[src/rtl/irq_agg_pkg.sv]
package irq_agg_pkg;
   localparam int unsigned ADDR_W = 12;

   localparam logic [ADDR_W-1:0] OFF_EVT_STAT  = 12'hE10;
   localparam logic [ADDR_W-1:0] OFF_EVT_EN    = 12'hE14;
   localparam logic [ADDR_W-1:0] OFF_PHY_STAT  = 12'hE1C;
   localparam logic [ADDR_W-1:0] OFF_PORT_CTL  = 12'hE20;
   localparam logic [ADDR_W-1:0] OFF_INTX_STAT = 12'hE38;
   localparam logic [ADDR_W-1:0] OFF_INTX_EN   = 12'hE3C;
   localparam logic [ADDR_W-1:0] OFF_AUX_STAT  = 12'h340;
   localparam logic [ADDR_W-1:0] OFF_AUX_EN    = 12'h348;

   localparam int unsigned LINK_UP_BIT  = 11;
   localparam int unsigned BRIDGE_BIT   = 0;
   localparam int unsigned EVT_INTX_BIT = 16;
endpackage

[src/rtl/irq_w1c_bank.sv]
module irq_w1c_bank #(
   parameter int unsigned     W     = 32,
   parameter logic [W-1:0]    VALID = '1
) (
   input  logic          clk,
   input  logic          rst_n,
   input  logic [W-1:0]  set_i,
   input  logic [W-1:0]  clr_i,
   output logic [W-1:0]  q_o
);
   localparam logic [W-1:0] LIVE = VALID;

   for (genvar gi = 0; gi < W; gi++) begin : g_bit
      if (LIVE[gi]) begin : g_flop
         logic bit_q;
         always_ff @(posedge clk) begin
            if (!rst_n)          bit_q <= 1'b0;
            else if (set_i[gi])  bit_q <= 1'b1;
            else if (clr_i[gi])  bit_q <= 1'b0;
         end
         assign q_o[gi] = bit_q;
      end else begin : g_tie
         assign q_o[gi] = 1'b0;
      end
   end

   AST_SET_WINS: assert property (@(posedge clk) disable iff (!rst_n)
      ((set_i & LIVE) != '0) |=> ((q_o & $past(set_i & LIVE)) == $past(set_i & LIVE)));
   AST_W1C_CLEARS: assert property (@(posedge clk) disable iff (!rst_n)
      ((clr_i & ~set_i) != '0) |=> ((q_o & $past(clr_i & ~set_i)) == '0));
   AST_STICKY_HOLD: assert property (@(posedge clk) disable iff (!rst_n)
      (set_i == '0 && clr_i == '0) |=> $stable(q_o));
endmodule

[src/rtl/irq_intx_gate.sv]
module irq_intx_gate #(
   parameter int unsigned N = 4
) (
   input  logic [N-1:0] lines_i,
   input  logic [N-1:0] en_i,
   output logic         any_o
);
   logic [N-1:0] pass;
   for (genvar gi = 0; gi < N; gi++) begin : g_line
      assign pass[gi] = lines_i[gi] & en_i[gi];
   end
   assign any_o = |pass;

   always_comb begin
      if (lines_i == '0) AST_INTX_IDLE: assert (!any_o);
   end
endmodule

[src/rtl/pcie_rp_irq_agg.sv]
module pcie_rp_irq_agg
   import irq_agg_pkg::*;
#(
   parameter int unsigned     DW         = 32,
   parameter int unsigned     NUM_INTX   = 4,
   parameter int unsigned     INTX_LSB   = 16,
   parameter logic [DW-1:0]   EVT_VALID  = 32'h1FF3_9F19,
   parameter logic [DW-1:0]   MISC_VALID = 32'h0000_0002
) (
   input  logic                clk,
   input  logic                rst_n,
   input  logic                bus_we,
   input  logic [ADDR_W-1:0]   bus_addr,
   input  logic [DW-1:0]       bus_wdata,
   output logic [DW-1:0]       bus_rdata,
   input  logic [DW-1:0]       evt_src,
   input  logic [NUM_INTX-1:0] intx_lines,
   input  logic [DW-1:0]       misc_src,
   input  logic                link_up,
   output logic                bridge_en,
   output logic                host_irq
);
   localparam logic [DW-1:0] INTX_BIT_M = DW'(1) << EVT_INTX_BIT;
   localparam logic [DW-1:0] STICKY_M   = EVT_VALID & ~INTX_BIT_M;

   if (INTX_LSB + NUM_INTX > DW) begin : g_bad_intx
      $error("INTx field exceeds the data width");
   end
   if (EVT_INTX_BIT >= DW || LINK_UP_BIT >= DW) begin : g_bad_bits
      $error("fixed bit position outside the data width");
   end

   logic sel_evt_stat, sel_evt_en, sel_ctl, sel_intx_en, sel_aux_stat, sel_aux_en;
   assign sel_evt_stat = bus_we && (bus_addr == OFF_EVT_STAT);
   assign sel_evt_en   = bus_we && (bus_addr == OFF_EVT_EN);
   assign sel_ctl      = bus_we && (bus_addr == OFF_PORT_CTL);
   assign sel_intx_en  = bus_we && (bus_addr == OFF_INTX_EN);
   assign sel_aux_stat = bus_we && (bus_addr == OFF_AUX_STAT);
   assign sel_aux_en   = bus_we && (bus_addr == OFF_AUX_EN);

   logic [DW-1:0] evt_q, aux_q;

   irq_w1c_bank #(.W(DW), .VALID(STICKY_M)) u_evt_bank (
      .clk   (clk),
      .rst_n (rst_n),
      .set_i (evt_src),
      .clr_i (sel_evt_stat ? bus_wdata : '0),
      .q_o   (evt_q)
   );

   irq_w1c_bank #(.W(DW), .VALID(MISC_VALID)) u_aux_bank (
      .clk   (clk),
      .rst_n (rst_n),
      .set_i (misc_src),
      .clr_i (sel_aux_stat ? bus_wdata : '0),
      .q_o   (aux_q)
   );

   logic [DW-1:0]       evt_en_q, aux_en_q;
   logic [NUM_INTX-1:0] intx_en_q;
   logic                bridge_q;

   always_ff @(posedge clk) begin
      if (!rst_n) begin
         evt_en_q  <= '0;
         aux_en_q  <= '0;
         intx_en_q <= '0;
         bridge_q  <= 1'b0;
      end else begin
         if (sel_evt_en)  evt_en_q  <= bus_wdata & EVT_VALID;
         if (sel_aux_en)  aux_en_q  <= bus_wdata & MISC_VALID;
         if (sel_intx_en) intx_en_q <= bus_wdata[INTX_LSB +: NUM_INTX];
         if (sel_ctl)     bridge_q  <= bus_wdata[BRIDGE_BIT];
      end
   end

   logic intx_any;
   irq_intx_gate #(.N(NUM_INTX)) u_intx (
      .lines_i (intx_lines),
      .en_i    (intx_en_q),
      .any_o   (intx_any)
   );

   logic [DW-1:0] evt_view;
   assign evt_view  = evt_q | (intx_any ? INTX_BIT_M : '0);
   assign host_irq  = (|(evt_view & evt_en_q)) | (|(aux_q & aux_en_q));
   assign bridge_en = bridge_q;

   always_comb begin
      bus_rdata = '0;
      case (bus_addr)
         OFF_EVT_STAT:  bus_rdata = evt_view;
         OFF_EVT_EN:    bus_rdata = evt_en_q;
         OFF_PHY_STAT:  bus_rdata[LINK_UP_BIT] = link_up;
         OFF_PORT_CTL:  bus_rdata[BRIDGE_BIT] = bridge_q;
         OFF_INTX_STAT: bus_rdata[INTX_LSB +: NUM_INTX] = intx_lines;
         OFF_INTX_EN:   bus_rdata[INTX_LSB +: NUM_INTX] = intx_en_q;
         OFF_AUX_STAT:  bus_rdata = aux_q;
         OFF_AUX_EN:    bus_rdata = aux_en_q;
         default:       bus_rdata = '0;
      endcase
   end

   AST_IRQ_NEEDS_ENABLE: assert property (@(posedge clk) disable iff (!rst_n)
      (evt_en_q == '0 && aux_en_q == '0) |-> !host_irq);
   AST_EN_HOLD: assert property (@(posedge clk) disable iff (!rst_n)
      !sel_evt_en |=> $stable(evt_en_q));
   AST_BRIDGE_HOLD: assert property (@(posedge clk) disable iff (!rst_n)
      !sel_ctl |=> $stable(bridge_en));
   AST_UNUSED_EN_ZERO: assert property (@(posedge clk) disable iff (!rst_n)
      sel_evt_en |=> ((evt_en_q & ~EVT_VALID) == '0));
endmodule

[config.mk]
export PLATFORM = sky130hd
export DESIGN_NAME = pcie_rp_irq_agg
export DESIGN_NICKNAME = d
export VERILOG_FILES = /design/src/rtl/irq_agg_pkg.sv /design/src/rtl/irq_w1c_bank.sv /design/src/rtl/irq_intx_gate.sv /design/src/rtl/pcie_rp_irq_agg.sv
export SDC_FILE = /design/constraint.sdc
export NUM_CORES = 1
export LEC_CHECK = 0
export ABC_CLOCK_PERIOD_IN_PS = 2400
export BUFFER_PORTS_ARGS = -buffer_cell sky130_fd_sc_hd__buf_2
export CAP_MARGIN = 15
export CORE_ASPECT_RATIO = 1.4
export CORE_MARGIN = 2
export CORE_UTILIZATION = 45
export CTS_BUF_LIST = sky130_fd_sc_hd__clkbuf_4 sky130_fd_sc_hd__clkbuf_8
export DETAILED_ROUTE_END_ITERATION = 6
export GPL_TIMING_DRIVEN = 0
export PLACE_DENSITY = 0.94
export RECOVER_POWER = 100
export SETUP_SLACK_MARGIN = 0.1
export SLEW_MARGIN = 25
export SYNTH_ARGS = -nofsm -noshare
export SYNTH_HDL_FRONTEND = slang
export SYNTH_SLANG_ARGS = --single-unit
[constraint.sdc]
create_clock -name clk -period 2.4 [get_ports clk]
set_input_delay 0.24 -clock clk [delete_from_list [all_inputs] [get_ports clk]]
set_output_delay 0.24 -clock clk [all_outputs]
set_load 0.02 [all_outputs]
==> flow_summary.yaml <==
setup_path:
  r2r_slack_ns: 1.66
  startpoint_type: "input pin"
  worst_r2r_startpoint: "u_aux_bank.g_bit[1].g_flop.bit_q"
  crit_type: "in2out"
  critical_path_peak_fanout: 10
  crit_path_end_kind: "output pin"
  cp.arrival_ns: 2.04
  r2r-end: "u_aux_bank.g_bit[1].g_flop.bit_q"
  reg2reg_depth: 3
  cp.required_ns: 2.16
route:
  routedWlPerCell_um: 16.00
  wirelength_um: 7393
  drt_first_pass_iters: 5
  postRouteAntennaNets: 0
  post-route-drc-count: 0
  dr_total_vias: 2673
  drt-initial-drc-count: 160
  via_per_inst: 5.786
yosys:
  netlist_instances: 295
  synth_top_area_share_pct: 36.45
  synth_edf_count: 0
  synthTopCellsByArea: "dfxtp_1, mux2i_1, nand2_1"
  synth.yosys.seq_area_share_pct: 36.45
  synth.avg_cell_area_um2: 8.563
  ys_warn_count: 0
  synth_top_area_cell: "dfxtp_1"
  synth_top_flop_cell: "dfxtp_1"
  synth.distinct_cells: 44
  synth.ff_latch_count: 46
  synth_area_mm2: 0.002526
  async_flop_share_pct: 0
cts:
  ctsHtreeMaxLevel: 2
  cts_inserted_buffers: 5
  post_cts.repair.setup_buffers: 0
  cts_root_buf: "clkbuf_8"
  cts_sinks: 46
  cts.clk_slew.worst_paths_ns: 0.07
  tritoncts: "built"
  cts_buffer_depth: 2
  clkLatencyLatePin_ns: 0.30
  cts_resized: 0
  postCtsHoldBufs: 0
grt:
  grt_pass1_vias: 2518
  grt_max_degree: 13
  grt_pass1_wl_um: 11410
  track_usage_pct: 24.20
  gr-total-overflow: 0
  antenna_found_initial: 0
timing:
  finClkSkew_ns: 0
  hold_violations: 0
  rsz0062_at_grt: "false"
  fin_ws_ns: 0.1225
  slew_violations: 0
  worst_pin_slew_ns: 1.078
  setup_viol: 0
  fmax_ghz: 0.4391
  tns_ns: 0
  max_slew_margin_pct: 27.45
  hold_slack_ns: 0.1348
  post-route-period-util_pct: 94.90
  finalCriticalPeriod_ns: 2.278
die:
  core_mm2: 0.005485
  fp.dieW_um: 67.32
  die_h_um: 92.65
  io_pins: 150
  fp-row-count: 32
  start_util_pct: 46.05
  dieArea_mm2: 0.006237
placement:
  io_buffers: 85
  hpwlAfterDp_um: 5629
  post-place-cells: 456
  dp_slack_ns: 0.1957
  place_congestion: 0.8317
pwr:
  p_seq_share_pct: 55.0
  vdd_ir_drop_max_mv: 0.3882
  p_per_area_mw_per_mm2: 471.4
  switching_share_pct: 25.50
  p_int_mw: 1.092
  clkPwrFrac_pct: 31.9
  pwr-share-comb_pct: 13.0
  leakagePower_nw: 1.520
  p_sw_mw: 0.3739
hold_path:
  hp-class: "in2reg"
  whs_path_depth: 2
  hp-start: "bus_wdata[27]"
  hold_end: "u_evt_bank.g_bit[27].g_flop.bit_q"
finish:
  post_route_cells_drive_above_1_share_pct: 26.40
  n_antenna_cell: 0
  final_cell_mix: "buf_2, nand2_1, dfxtp_1"
  instances_no_fill: 462
  final_common_cell: "buf_2"
  area_growth_pct: 23.13
  finalNetCount: 511
job:
  cap_violations: 0
outcome:
  status: "completed"
-- per-layer routing --
| layer | share of wire [%] | vias to the layer above | global-route usage, % |
|---|---|---|---|
| met4 | 2.4 | 0 | 10.03 |
| met1 | 37 | 1249 | 25.42 |
| met5 | 0 | - | 0 |
| li1 | - | 1261 | - |
| met3 | 8.1 | 20 | 3.645 |
| met2 | 53 | 143 | 45.79 |
-- critical path: stages --
cell and delay [ns]:
clkbuf_1 0.16, nor4b_1 0.58, and3_1 0.25, buf_2 0.23, buf_4 0.23, a22o_1 0.16, clkbuf_2 0.18
-- power groups by stage --
stage	sequential (mW)	clock (mW)	combinational [mW]
6_report	0.807	0.468	0.191
5_1_grt	0.809	0.488	0.209
4_1_cts	0.805	0.464	0.190
3_5_place_dp	0.823	0	0.189
3_3_place_gp	0.822	0	0.183
2_1_floorplan	0.817	0	0.104
-- sequential cells by signal, summed over array words and instances (netlist names) --
name / flops
u_evt_bank.g_bit.g_flop.bit_q: 19
bridge_en: 1
evt_en_q: 20
aux_en_q: 1
intx_en_q: 4
u_aux_bank.g_bit.g_flop.bit_q: 1
-- cell type report --
cell class	instances	area, um2
Fill cell	513	2375
Multi-Input combinational cell	208	1381
Sequential cell	46	920.9
Timing Repair Buffer	85	407.9
Buffer	28	153.9
Tap cell	68	85.08
Clock buffer	6	82.58
Inverter	21	78.83
-- cells in the mapped netlist, types with 6 or more instances --
cell       n
inv_1     21
dfxtp_1   46
buf_4     10
nand2_1   52
o21ai_0   19
mux2i_1   30
nor4b_1    6
nand4_1    6
buf_2      7
a31oi_1   20
clkbuf_1   9
a22o_1     9
a22oi_1   13
a22o_2     7
-- metrics by stage --
stage / instance area [um2] / util [%] / power [mW]
floorplan: 2556 / - / 0.9212
global placement: 3067 / 55.91 / 1.005
detailed placement: 3067 / 55.91 / 1.012
CTS: 3149 / 57.41 / 1.460
global route: 3110 / 56.71 / 1.507
finish: 3110 / 56.71 / 1.466
-- logic make-up (layout without fill, tap and decap cells) --
logic type | Yosys count | after routing | synth area share, %
other | 1 | 9 | 0.1484
AOI/OAI and AO/OA | 75 | 75 | 21.00
muxes | 31 | 31 | 12.33
and+or+nand+nor | 93 | 93 | 20.61
DFF | 46 | 46 | 36.45
buffers and inverters | 49 | 140 | 9.460
-- worst max-delay path by stage --
stage	from	to	depth (start not counted)
after floorplan	bus_addr[3]	bus_rdata[17]	4
after global placement	bus_addr[1]	bus_rdata[24]	7
after detailed placement	bus_addr[1]	bus_rdata[24]	6
after CTS	bus_addr[1]	bus_rdata[24]	7
after global routing	bus_addr[1]	bus_rdata[4]	7
final	bus_addr[1]	bus_rdata[9]	7
Power figures use the tool's default switching activity.
